File: src/rtl/fbe_pkg.sv
`timescale 1ns/1ps
package fbe_pkg;
  localparam int COND_W = 4;
  localparam int OPC_W  = 3;

  localparam logic [OPC_W-1:0] OPC_LOGIC = 3'd0;
  localparam logic [OPC_W-1:0] OPC_ADD   = 3'd1;
  localparam logic [OPC_W-1:0] OPC_SUB   = 3'd2;
  localparam logic [OPC_W-1:0] OPC_CMP   = 3'd3;
  localparam logic [OPC_W-1:0] OPC_MUL   = 3'd4;

  typedef struct packed {
    logic z;
    logic n;
    logic v;
    logic c;
  } flags_t;
endpackage

File: src/rtl/fbe_flag_calc.sv
`timescale 1ns/1ps
module fbe_flag_calc
  import fbe_pkg::*;
#(
  parameter int WORD_W = 16
) (
  input  logic [OPC_W-1:0]  op_i,
  input  logic              word_i,
  input  logic [WORD_W-1:0] a_i,
  input  logic [WORD_W-1:0] b_i,
  input  logic [WORD_W-1:0] r_i,
  input  flags_t            cur_i,
  output flags_t            nxt_o,
  output logic              known_o
);
  localparam int HALF_W = WORD_W / 2;

  function automatic logic [WORD_W-1:0] fit(input logic [WORD_W-1:0] x, input logic wd);
    return wd ? x : {{(WORD_W-HALF_W){1'b0}}, x[HALF_W-1:0]};
  endfunction

  function automatic logic top_bit(input logic [WORD_W-1:0] x, input logic wd);
    return wd ? x[WORD_W-1] : x[HALF_W-1];
  endfunction

  function automatic logic carry_out(input logic [WORD_W-1:0] x, input logic [WORD_W-1:0] y,
                                     input logic wd);
    logic [WORD_W:0] s;
    s = {1'b0, x} + {1'b0, y};
    return wd ? s[WORD_W] : s[HALF_W];
  endfunction

  // Named internal events
  logic [WORD_W-1:0] a_fit, b_fit, r_fit;
  logic sgn_a, sgn_b, sgn_r;
  logic res_zero, res_neg, wide_zero;
  logic add_c, add_v, sub_c, sub_v;

  assign a_fit     = fit(a_i, word_i);
  assign b_fit     = fit(b_i, word_i);
  assign r_fit     = fit(r_i, word_i);
  assign sgn_a     = top_bit(a_i, word_i);
  assign sgn_b     = top_bit(b_i, word_i);
  assign sgn_r     = top_bit(r_i, word_i);
  assign res_zero  = (r_fit == '0);
  assign res_neg   = sgn_r;
  assign wide_zero = (r_i == '0);
  assign add_c     = carry_out(a_fit, b_fit, word_i);
  assign add_v     = (sgn_a == sgn_b) && (sgn_r != sgn_a);
  assign sub_c     = (a_fit < b_fit);
  assign sub_v     = (sgn_a != sgn_b) && (sgn_r != sgn_a);

  always_comb begin
    nxt_o   = cur_i;
    known_o = 1'b1;
    case (op_i)
      OPC_LOGIC: begin
        nxt_o.z = res_zero;
        nxt_o.n = res_neg;
        nxt_o.v = 1'b0;
      end
      OPC_ADD: begin
        nxt_o.z = res_zero;
        nxt_o.n = res_neg;
        nxt_o.v = add_v;
        nxt_o.c = add_c;
      end
      OPC_SUB, OPC_CMP: begin
        nxt_o.z = res_zero;
        nxt_o.n = res_neg;
        nxt_o.v = sub_v;
        nxt_o.c = sub_c;
      end
      OPC_MUL: begin
        nxt_o.z = wide_zero;
        nxt_o.n = r_i[WORD_W-1];
        nxt_o.v = 1'b0;
        nxt_o.c = 1'b0;
      end
      default: known_o = 1'b0;
    endcase
  end
endmodule

File: src/rtl/fbe_cond_eval.sv
`timescale 1ns/1ps
module fbe_cond_eval
  import fbe_pkg::*;
(
  input  logic [COND_W-1:0] cc_i,
  input  flags_t            fl_i,
  output logic              take_o
);
  logic n_eq_v;
  assign n_eq_v = (fl_i.n == fl_i.v);

  always_comb begin
    case (cc_i)
      4'h0: take_o = 1'b1;
      4'h1: take_o = 1'b0;
      4'h2: take_o = !fl_i.c && !fl_i.z;
      4'h3: take_o = fl_i.c || fl_i.z;
      4'h4: take_o = !fl_i.c;
      4'h5: take_o = fl_i.c;
      4'h6: take_o = !fl_i.z;
      4'h7: take_o = fl_i.z;
      4'h8: take_o = !fl_i.v;
      4'h9: take_o = fl_i.v;
      4'hA: take_o = !fl_i.n;
      4'hB: take_o = fl_i.n;
      4'hC: take_o = n_eq_v;
      4'hD: take_o = !n_eq_v;
      4'hE: take_o = !fl_i.z && n_eq_v;
      default: take_o = fl_i.z || !n_eq_v;
    endcase
  end
endmodule

File: src/rtl/fbe_flag_reg.sv
`timescale 1ns/1ps
module fbe_flag_reg
  import fbe_pkg::*;
(
  input  logic   clk,
  input  logic   rst_n,
  input  logic   we_i,
  input  flags_t d_i,
  output flags_t q_o
);
  always_ff @(posedge clk) begin
    if (!rst_n)    q_o <= '0;
    else if (we_i) q_o <= d_i;
  end

  assert_reset_clear_R1: assert property (@(posedge clk) !rst_n |=> (q_o == '0));
  assert_hold_without_write_R7: assert property (@(posedge clk) disable iff (!rst_n)
    !we_i |=> $stable(q_o));
endmodule

File: src/rtl/flag_branch_unit.sv
`timescale 1ns/1ps
module flag_branch_unit
  import fbe_pkg::*;
#(
  parameter int WORD_W = 16
) (
  input  logic              clk,
  input  logic              rst_n,
  input  logic              upd_en,
  input  logic [2:0]        op_cls,
  input  logic              size_word,
  input  logic [WORD_W-1:0] opnd_a,
  input  logic [WORD_W-1:0] opnd_b,
  input  logic [WORD_W-1:0] res_in,
  input  logic [3:0]        cond_code,
  output logic              flag_z,
  output logic              flag_n,
  output logic              flag_v,
  output logic              flag_c,
  output logic              br_taken
);
  flags_t cur_flags, nxt_flags;
  logic   op_known, flag_we;

  fbe_flag_calc #(.WORD_W(WORD_W)) calc_i (
    .op_i    (op_cls),
    .word_i  (size_word),
    .a_i     (opnd_a),
    .b_i     (opnd_b),
    .r_i     (res_in),
    .cur_i   (cur_flags),
    .nxt_o   (nxt_flags),
    .known_o (op_known)
  );

  assign flag_we = upd_en && op_known;

  fbe_flag_reg reg_i (
    .clk   (clk),
    .rst_n (rst_n),
    .we_i  (flag_we),
    .d_i   (nxt_flags),
    .q_o   (cur_flags)
  );

  fbe_cond_eval cond_i (
    .cc_i   (cond_code),
    .fl_i   (cur_flags),
    .take_o (br_taken)
  );

  assign flag_z = cur_flags.z;
  assign flag_n = cur_flags.n;
  assign flag_v = cur_flags.v;
  assign flag_c = cur_flags.c;

  assert_logic_clears_v_R2: assert property (@(posedge clk) disable iff (!rst_n)
    (upd_en && op_cls == OPC_LOGIC) |=> (!flag_v && flag_c == $past(flag_c)));
  assert_zero_not_negative_R2: assert property (@(posedge clk) disable iff (!rst_n)
    !(flag_z && flag_n));
  assert_mul_clears_vc_R6: assert property (@(posedge clk) disable iff (!rst_n)
    (upd_en && op_cls == OPC_MUL) |=> (!flag_v && !flag_c));
  assert_reserved_class_hold_R7: assert property (@(posedge clk) disable iff (!rst_n)
    (op_cls > OPC_MUL) |=> $stable({flag_z, flag_n, flag_v, flag_c}));
  assert_always_never_R8: assert property (@(posedge clk) disable iff (!rst_n)
    (cond_code == 4'h0 |-> br_taken) and (cond_code == 4'h1 |-> !br_taken));
  assert_signed_gt_R10: assert property (@(posedge clk) disable iff (!rst_n)
    (cond_code == 4'hE && br_taken) |-> !flag_z);
endmodule

File: config.mk
export PLATFORM = sky130hd
export DESIGN_NAME = flag_branch_unit
export DESIGN_NICKNAME = d
export VERILOG_FILES = /design/src/rtl/fbe_pkg.sv /design/src/rtl/fbe_flag_calc.sv /design/src/rtl/fbe_cond_eval.sv /design/src/rtl/fbe_flag_reg.sv /design/src/rtl/flag_branch_unit.sv
export SDC_FILE = /design/constraint.sdc
export NUM_CORES = 1
export LEC_CHECK = 0
export ABC_AREA = 1
export ABC_CLOCK_PERIOD_IN_PS = 1900
export BUFFER_PORTS_ARGS = -buffer_cell sky130_fd_sc_hd__buf_4
export CAP_MARGIN = 20
export CORE_MARGIN = 2
export CORE_UTILIZATION = 43
export DETAILED_ROUTE_END_ITERATION = 10
export HOLD_SLACK_MARGIN = 0.12
export PLACE_DENSITY = 0.78
export SLEW_MARGIN = 0
export SYNTH_ARGS = -nofsm -noshare
export SYNTH_HDL_FRONTEND = slang
export SYNTH_SLANG_ARGS = --single-unit
File: constraint.sdc
create_clock -name clk -period 1.9 [get_ports clk]
set_clock_uncertainty 0.1 [all_clocks]
set_input_delay 0.19 -clock clk [delete_from_list [all_inputs] [get_ports clk]]
set_output_delay 0.19 -clock clk [all_outputs]
set_load 0.02 [all_outputs]
Word level (Yosys, flattened, before mapping)
Cells that the tools add are included.
{"block": "totals", "regBits": 4, "in_bits": 59, "word_cells": 61, "out_inout_bits": 5}
{"block": "classes", "eq_ne": 22, "reduce_logical": 22, "add_sub_neg": 1, "mux": 11, "order_cmp": 1}
{"operator": "16-bit two-way mux", "count": 3}
{"operator": "16-bit logical NOT", "count": 2}
{"operator": "4-bit equality test, second input constant", "count": 7}
{"operator": "16-bit by 16-bit adder with 17-bit output", "count": 1}
{"operator": "4-bit by 3-bit equality test with 1-bit output, second input constant", "count": 4}
{"operator": "16-bit less-than comparator", "count": 1}
{"operator": "1-bit one-hot mux with 15 select lines", "count": 1}
{"operator": "3-bit one-hot mux with 4 select lines", "count": 1}
{"operator": "4-bit by 2-bit equality test with 1-bit output, second input constant", "count": 2}
{"operator": "3-bit by 2-bit equality test with 1-bit output, second input constant", "count": 2}
{"operator": "1-bit logical AND", "count": 5}
{"operator": "1-bit logical NOT", "count": 5}
{"operator": "1-bit two-way mux", "count": 5}
{"operator": "5-bit OR reduction", "count": 1}
{"operator": "4-bit by 1-bit equality test with 1-bit output, second input constant", "count": 1}
{"operator": "4-bit logical NOT", "count": 1}
{"operator": "2-bit AND reduction", "count": 2}
{"operator": "4-bit nonzero test", "count": 1}
{"operator": "3-bit by 1-bit equality test with 1-bit output, second input constant", "count": 1}
{"operator": "3-bit equality test, second input constant", "count": 1}
{"operator": "3-bit logical NOT", "count": 1}
{"operator": "1-bit one-hot mux with 3 select lines", "count": 1}
{"operator": "3-bit nonzero test", "count": 1}
{"operator": "1-bit equality test", "count": 2}
{"operator": "other kinds (3)", "count": 5}

Longest topological paths before layout
Gate-level depths: netlist of the first run.
{"block": "depth", "ltp_word": 5, "depth_mapped": 14, "depth_no_buf": 13}

Hierarchy
From an unflattened synthesis of the first run, not the netlist that was laid out.
{"block": "hier_totals", "hier_cells": 258, "hier_area_um2": 1436.4}
{"module": "fbe_flag_calc", "n_inst": 1, "seq_area_each_um2": 0.0, "cells_each": 195, "area_per_inst_um2": 1113.6}
{"module": "fbe_flag_reg", "n_inst": 1, "seq_area_each_um2": 80.1, "cells_each": 25, "area_per_inst_um2": 166.4}
{"module": "fbe_cond_eval", "n_inst": 1, "seq_area_each_um2": 0.0, "cells_each": 36, "area_per_inst_um2": 148.9}
{"module": "flag_branch_unit", "n_inst": 1, "seq_area_each_um2": 0.0, "cells_each": 2, "area_per_inst_um2": 7.5}

Worst setup path after synthesis of the first run
Ideal clock, no wire load.
{"block": "synth_timing", "path_type": "input-to-reg", "start": "input size_word", "end": "register reg_i.q_o[0] (netlist name)", "setup_time_ns": 0.119, "arrival_time_ns": 1.635, "required_time_ns": 1.681, "cell_stages": 11, "n_path_buf": 2, "slack_ns": 0.045, "path_cell_list": "buf_6 > clkbuf_1 > nand2_1 > ha_1 > inv_1 > nor2_1 > nand4_1 > nor3_1 > nand2_1 > a21boi_1 > a21oi_1"}
{"block": "synth_via", "elab_chain_cells": 4, "word_cells_on_any_way": 6, "classes_between": "add/sub (1); order compare (1); mux (4)"}
{"element": "start, declared", "line_no": "flag_branch_unit.sv:11", "source": "input logic size_word,"}
{"element": "16-bit two-way mux", "line_no": "fbe_flag_calc.sv:19", "source": "return wd ? x : {{(WORD_W-HALF_W){1'b0}}, x[HALF_W-1:0]};"}
{"element": "16-bit by 16-bit adder with 17-bit output", "line_no": "fbe_flag_calc.sv:29", "source": "s = {1'b0, x} + {1'b0, y};"}
{"element": "1-bit two-way mux", "line_no": "fbe_flag_calc.sv:30", "source": "return wd ? s[WORD_W] : s[HALF_W];"}
{"element": "1-bit one-hot mux with 3 select lines (*)", "line_no": "fbe_flag_calc.sv:56", "source": "case (op_i)"}
{"element": "end signal, assigned", "line_no": "fbe_flag_reg.sv:13", "source": "else if (we_i) q_o <= d_i;"}
{"element": "end, declared", "line_no": "fbe_flag_reg.sv:9", "source": "output flags_t q_o"}
Every way passes the cells marked *; elsewhere a longest branch is shown, timed or not.
A chain may end at the register's enable or synchronous reset.

Final worst setup path of the first run
{"block": "layout_timing", "start": "register reg_i.q_o[1] (netlist name)", "end": "output br_taken"}
{"block": "layout_via", "elab_chain_cells": 4, "word_cells_on_any_way": 6, "classes_between": "eq/ne (1); mux (1); reduce/logical (4)"}
{"element": "1-bit equality test", "line_no": "fbe_cond_eval.sv:10", "source": "assign n_eq_v = (fl_i.n == fl_i.v);"}
{"element": "1-bit logical NOT", "line_no": "fbe_cond_eval.sv:27, fbe_cond_eval.sv:29"}
{"element": "1-bit logical OR", "line_no": "fbe_cond_eval.sv:29", "source": "default: take_o = fl_i.z || !n_eq_v;"}
{"element": "1-bit one-hot mux with 15 select lines (*)", "line_no": "fbe_cond_eval.sv:13", "source": "case (cc_i)"}
{"element": "end, declared", "line_no": "flag_branch_unit.sv:20", "source": "output logic br_taken"}
Marks and branches as above.

==> results of run 1 <==
-- power breakdown --
group / leakage (nW) / switching [mW] / internal [mW] / total, mW
clock: 0.0138 / 0.0365 / 0.0708 / 0.107
combinational: 1.10 / 0.184 / 0.180 / 0.364
sequential: 0.0330 / 0.00605 / 0.0909 / 0.0969
-- logic make-up after synthesis --
family	count (synthesis)
buf+inv	53
simple gates	96
xor+xnor	3
flops	4
fa+ha+maj	28
compound gates	42
-- cell type report --
cell class                 count  area, um^2  share of cell area [%]
clock buffer                   3        22.5                    1.21
timing repair buffer          64         483                    26.0
sequential                     4        80.1                    4.31
multi-input combinational    169        1040                    56.0
inverter                      51         191                    10.3
tap                           33        41.3                    2.22
-- synthesized netlist by cell type --
master | n | share of area (%)
a21oi_1 | 18 | 6.8
o21ai_0 | 6 | 2.3
or2_1 | 2 | 0.94
nor2_1 | 13 | 3.7
a21oi_2 | 1 | 0.66
nand3_1 | 9 | 3.4
o211ai_1 | 3 | 1.7
o22ai_1 | 1 | 0.47
o21ai_2 | 1 | 0.66
o21bai_1 | 2 | 1.1
ha_1 | 28 | 26
xor2_1 | 2 | 1.3
o31ai_1 | 1 | 0.57
a41oi_1 | 1 | 0.66
nand2_4 | 1 | 0.85
o21ai_1 | 4 | 1.5
inv_1 | 46 | 13
a21oi_4 | 1 | 1.2
nand3b_1 | 1 | 0.57
a21boi_1 | 1 | 0.57
buf_6 | 1 | 0.85
nor3_1 | 4 | 1.5
inv_2 | 5 | 1.4
nand4_1 | 2 | 0.94
a211oi_1 | 1 | 0.57
clkbuf_1 | 1 | 0.28
xnor2_1 | 1 | 0.66
o21a_1 | 1 | 0.57
nor4_1 | 4 | 1.9
nand2_1 | 60 | 17
dfxtp_1 | 4 | 6.0
-- routing by layer --
layer	vias to the layer above	share of wire [%]	wire length [um]
li1	851	-	-
met1	652	49	1530
met2	55	42	1300
met3	0	8.3	255
met4	0	0	0
met5	-	0	0
-- critical path: stages (launching register included) --
cell	delay, ns
dfxtp_1	0.36
inv_1	0.09
o22ai_1	0.18
nand3b_1	0.09
o21ai_1	0.08
nor2_1	0.06
a41oi_1	0.16
buf_4	0.17
-- final timing paths --
kind / cells after the start / startpoint / slack (ns) / end
max: 7 / reg_i.q_o[1] / 0.19 / br_taken
min: 4 / res_in[6] / 0.13 / reg_i.q_o[3]
min reg2reg: 2 / reg_i.q_o[3] / 0.47 / reg_i.q_o[3]
max reg2reg: 2 / reg_i.q_o[1] / 1.10 / reg_i.q_o[1]
-- stage by stage --
| step | util, % | area, um^2 |
|---|---|---|
| after floorplan | - | 1330 |
| after global placement | 60.8 | 1830 |
| after detailed placement | 60.8 | 1830 |
| after CTS | 61.9 | 1860 |
| after global routing | 61.9 | 1860 |
| final | 61.9 | 1860 |
==> summary by stage, run 1 <==
Outcome
The run finished with clean final reports.

CTS
The CTS tree is yes. Buffers inserted during clock tree synthesis total 3. Buffers inserted to repair hold after CTS numbered 1. The quantity of gates resized following cts is 0. The insertion delay of the later-clocked pin in the worst-skew pair is 0.24 ns. After clock tree synthesis, the clock-pin slew on the worst setup and hold paths is 0.04 ns. The total number of H-tree levels is 1. Clock tree synthesis found a total of 4 sinks.

Clock tree synthesis selected as its root buffer the cell clkbuf_4. The buffer depth of the longest clock path is 2. In this run the post-CTS setup repair buffer count came out at 0.

Place
The number of cells after detailed placement is 320. The worst setup slack before clock tree synthesis is 0.0606 ns. Routability-driven placement finished with a final weighted congestion of 0.830. Buffers placed on the I/O ports in this run total 63. The estimated wirelength of the detail-placed design is 2680 um.

Floorplanning
After floorplanning, the core was sized to cover 3000 um^2. The initial cell density of the core is 44.2%. The floorplan step defined a die boundary enclosing 3550 um^2.

In this run the horizontal extent of the chip is 59.6 um. After floorplanning, the core was divided into 20 placement rows. In this run the vertical extent of the chip is 59.6 um.

In this run the count of I/O pins placed on the die edge is 64.

Flow run
The count of maximum capacitance violations is 0.

Cells and area
For this run, the post-layout net count is 380. The flip-flop count of the largest register after layout is 4. The post-route netlist has 25.8% of its cells at a drive strength greater than 1. The number of cells in the finished layout apart from fillers is 324. reg_i.q_o holds more flip-flops than any other register. The layout has 328 filler cells. In the layout the commonest cells are buf_4 (63), nand2_1 (60), inv_1 (46). The largest registers in the layout are reg_i.q_o (4).

Leaving out fill and tap cells, the most frequent cell in the layout is buf_4. The number of antenna diodes in the final layout is 0. The area growth from synthesis to layout is 40.1%.

Pwr
The power density relative to cell area is 306 nW/um^2. Across the VDD grid, the largest voltage drop is 173 uV. The leakage component of the power is 1.15 nW. The post-route total power is 0.569 mW.

Route
In the routed design, unresolved DRC markers number 0. The via density per instance is 4.81. The initial DRC count is 64.

Wires add up to 3090 um. The detailed router placed 1,558 vias in this run. The average wire length per cell after detail routing is 9.53 um.

Once detail routing completed, the nets flagged for antenna violations numbered 0. The number of optimization iterations in the first detailed-route pass is 4.

Logic synthesis
The simple-gate share of the synthesized area is 30.7%. The netlist uses 31 different library cells. Averaged over all synthesized cells, the footprint is 5.87 um^2. Synthesis produced a netlist with a net count of 313.

The synthesized-area fraction occupied by ao, oa, aoi and oai cells is 19.3%. The flip-flop and latch count after synthesis is 4. Summing the areas of all fa, ha and maj instances in the mapped netlist gives 26.4% of the synthesized area. After Yosys synthesis, XOR and XNOR cells account for 1.98% of the synthesized area. The cell area that synthesis handed to floorplanning was 1330 um^2. Yosys printed 0 warnings. Synthesis produced 226 cells. The combinational family with the most area after synthesis is simple AND/OR/NAND/NOR gates. The multiplexer area fraction after synthesis is 0%. Summing the sequential cell areas from Yosys gives 6.03% of the chip area.

Global routing
For met1 alone, demand over resource in global routing was 24.0%. The met2 global-route usage is 29.7%. The total routing resource utilization after global routing is 17.9%.

The initial antenna violation count was 0. The pin count of the biggest net entering global routing is 22. The total overflow left after global routing is 0. The wire length of the first global-routing pass is 5080 um. The routing layer with the top usage in global route is met2. The global-route met3 utilization is 4.80%. The number of global-route vias before repair is 1,340.

Critical path
The startpoint type of the worst setup path is a flop. The category of the worst setup path capture point is an output port. STA puts the critical path data arrival time at 1.42 ns. The required time of the critical path is 1.61 ns. The classification of the worst setup path is reg2out. The highest net fanout along the worst path is 4.

STA
Setup total negative slack on the finished layout was measured at 0 ns. The post-route fraction of the period consumed by the critical path is 90.1%. The final number of hold-violating endpoints is 0. Setup repair after global routing left no endpoint under its margin. The final critical-path setup slack is 0.187 ns. The final setup violation count is 0.

The number of max-slew violations in the final report was 0. The final period demand of the worst path is 1.71 ns. The maximum achievable frequency is 584 MHz. The minimum hold slack is 0.131 ns. The actual transition at the worst max-transition pin is 0.252 ns. The worst slew slack as a fraction of its limit is 83.1%.

Min path
The tightest min-delay check is of the in2reg type.
No activity file was read; power rests on OpenSTA's default activity.
==> run 2, diff against run 1 <==
--- a/config.mk
+++ b/config.mk
@@ -14,6 +14,7 @@
 export DETAILED_ROUTE_END_ITERATION = 10
 export HOLD_SLACK_MARGIN = 0.12
 export PLACE_DENSITY = 0.78
+export SKIP_LAST_GASP = 1
 export SLEW_MARGIN = 0
 export SYNTH_ARGS = -nofsm -noshare
 export SYNTH_HDL_FRONTEND = slang
==> constraint.sdc (replaced) <==
create_clock -name clk -period 1.9 [get_ports clk]
set_clock_uncertainty 0.1 [all_clocks]
set_input_delay 0.095 -clock clk [delete_from_list [all_inputs] [get_ports clk]]
set_output_delay 0.095 -clock clk [all_outputs]
set_load 0.02 [all_outputs]
==> summary by stage, run 2 (synthesis results as in run 1) <==
Outcome
Outcome: finished, final reports clean (unchanged).

CTS
The clock net sink count is 4 (unchanged). The buffer depth of the longest clock path came to 2 (unchanged). The clock edge transition at the registers on the reported setup and hold paths is 0.04 ns (about the same).

The CTS tree is yes (unchanged). The clock tree root buffer cell was clkbuf_4 (unchanged). The insertion delay of the later-clocked pin in the worst-skew pair came to 0.23 ns (was 0.24 ns). The number of buffers created by CTS is 3 (unchanged).

The total number of H-tree levels is 1 (unchanged). The number of post-CTS setup repair buffers was 0 (unchanged).

Critical path
The cell with the most instances on the worst path is dlygate4sd3_1. The required time of the critical path is 1.97 ns (was 1.61 ns). The startpoint type of the worst setup path is an input pin (was flop). The maximum single-stage delay on the critical path is 0.58 ns (was 0.36 ns).

Cells along the critical path: dlygate4sd3_1 > buf_4 > nor4_1 > dlygate4sd3_1 > nand3_1 > a21oi_2 (was inv_1 > o22ai_1 > nand3b_1 > o21ai_1 > nor2_1 > a41oi_1 > buf_4). The category of the worst setup path capture point is a flop (was output port). The highest net fanout along the worst path is 1 (was 4). The slowest library cell on the worst path is dlygate4sd3_1 (was dfxtp_1).

The arrival time of data at the critical path endpoint came to 1.74 ns (was 1.42 ns). The classification of the worst setup path was in2reg (was reg2out).

Place
The global placement routability congestion is 0.830 (about the same). The estimated wirelength of the detail-placed design came to 2680 um (about the same). The area of placed instances is 1830 um^2 (unchanged).

The port buffer count was 63 (unchanged).

Floorplanning
The initial cell density of the core is 44.2% (unchanged). The core outline area was 3000 um^2 (unchanged). The die span in y came to 59.6 um (unchanged). The number of standard-cell rows in the floorplan is 20 (unchanged). The width of the die is 59.6 um (unchanged). The area of the die is 3550 um^2 (unchanged). The I/O pin count came to 64 (unchanged).

Cells and area
The total non-filler cell area in the finished layout is 1910 um^2 (was 1860 um^2). The flip-flop count of the largest register after layout is 4 (unchanged). The number of antenna diodes is 0 (unchanged). The area growth from synthesis to layout is 44.1% (was 40.1%). Top library cells by usage in the layout, fill and taps aside: buf_4 (63), nand2_1 (60), inv_1 (46) (unchanged).

The most common cell after layout, fill and taps aside is buf_4 (unchanged). The final net count is 384 (was 380). The register ranked first by flip-flop count was reg_i.q_o (unchanged).

The share of cells above drive strength 1 is 26.4% (was 25.8%). Largest registers in the final layout: reg_i.q_o (4) (unchanged).

Min path
The class of the tightest hold or removal check is in2reg (unchanged).

Flow run
The count of maximum capacitance violations came to 0 (unchanged).

Pwr
The leakage component of the power came to 1.17 nW (was 1.15 nW). The post-route total power came to 0.576 mW (was 0.569 mW). The power density relative to cell area came to 301 nW/um^2 (was 306 nW/um^2). The maximum resistive drop on vdd is 186 uV (was 173 uV).

STA
The final number of hold-violating endpoints is 0 (unchanged). The final setup TNS came to 0 ns (unchanged). The actual transition at the worst max-transition pin came to 0.289 ns (was 0.252 ns). The final setup violation count came to 0 (unchanged). The worst slew slack as a fraction of its limit was 80.5% (was 83.1%). Unrepaired setup endpoints after global routing: false (unchanged).

The maximum achievable frequency is 600 MHz (was 584 MHz). The number of max-slew violations in the final report is 0 (unchanged). The minimum hold slack is 0.0956 ns (was 0.131 ns). The final period demand of the worst path is 1.67 ns (was 1.71 ns). The post-route fraction of the period consumed by the critical path came to 87.8% (was 90.1%).

Route
The number of nets with antenna violations after detailed routing was 0 (unchanged). The aggregate routed wire length was 3230 um (was 3090 um). The average wire length per cell after detail routing is 9.84 um (was 9.53 um). The via density per instance is 4.81 (about the same).

The number of optimization iterations in the first detailed-route pass was 4 (unchanged). The initial DRC count came to 52 (was 64). The count of vias placed by the detailed router is 1,578 (was 1,558). The DRC violations left was 0 (unchanged).

Global routing
The initial antenna violation count came to 0 (unchanged). The pin count of the biggest net entering global routing is 22 (unchanged). The overflow left after global routing is 0 (unchanged). The total routing resource utilization after global routing is 18.2% (was 17.9%). The wire length of the first global-routing pass is 5190 um (was 5080 um).

The number of global-route vias before repair is 1,356 (was 1,340).
run 2: cell count changes in the layout (fill, tap and decap cells not counted), sizes merged:
| cell | delta |
|---|---|
| dlygate4sd3 | +4 |
run 2: path summary, 6_finish.rpt:
kind,endpoint,from,depth (start not counted),slack [ns]
max,reg_i.q_o[3],res_in[3],6,0.23
min,reg_i.q_o[3],res_in[6],4,0.1
min reg2reg,reg_i.q_o[2],reg_i.q_o[2],2,0.46
max reg2reg,reg_i.q_o[1],reg_i.q_o[1],2,1.09
run 2: where the power goes:
| part | internal (mW) | switching [mW] |
|---|---|---|
| sequential | 0.0909 | 0.00604 |
| combinational | 0.186 | 0.188 |
| clock | 0.0706 | 0.0344 |
run 2: layer usage:
metal  wire, um  GRT usage [%]
met5          0              0
met4          0          0.952
met3        277           4.80
met2       1420           30.5
met1       1530           24.7
run 2: critical path, delay by kind of cell:
family	cells	cell delay (ns)
AO/OA/AOI/OAI	1	0.15
buffers and inverters	3	1.25
AND/OR/NAND/NOR	2	0.25
run 2: what timing repair did:
item,in CTS,in global routing
endpoints found under the setup margin,0,1
hold buffers,4,2
hold endpoints to repair,4,1
resized for setup,0,5
run 2: layout make-up:
cell class,instances,area [um^2]
sequential,4,80.1
tap,33,41.3
clock buffer,3,22.5
fill,317,1090
timing repair buffer,68,523
inverter,51,191
multi-input combinational,169,1050
run 2: through the flow:
stage                     utilization (%)  setup WS (ns)  std cells
final                                63.7          0.233        328
after global routing                 63.7          0.146        328
after global placement               60.8          0.217        320
after floorplan                         -          0.140        226
after CTS                            62.9         0.0165        327
after detailed placement             60.8          0.146        320
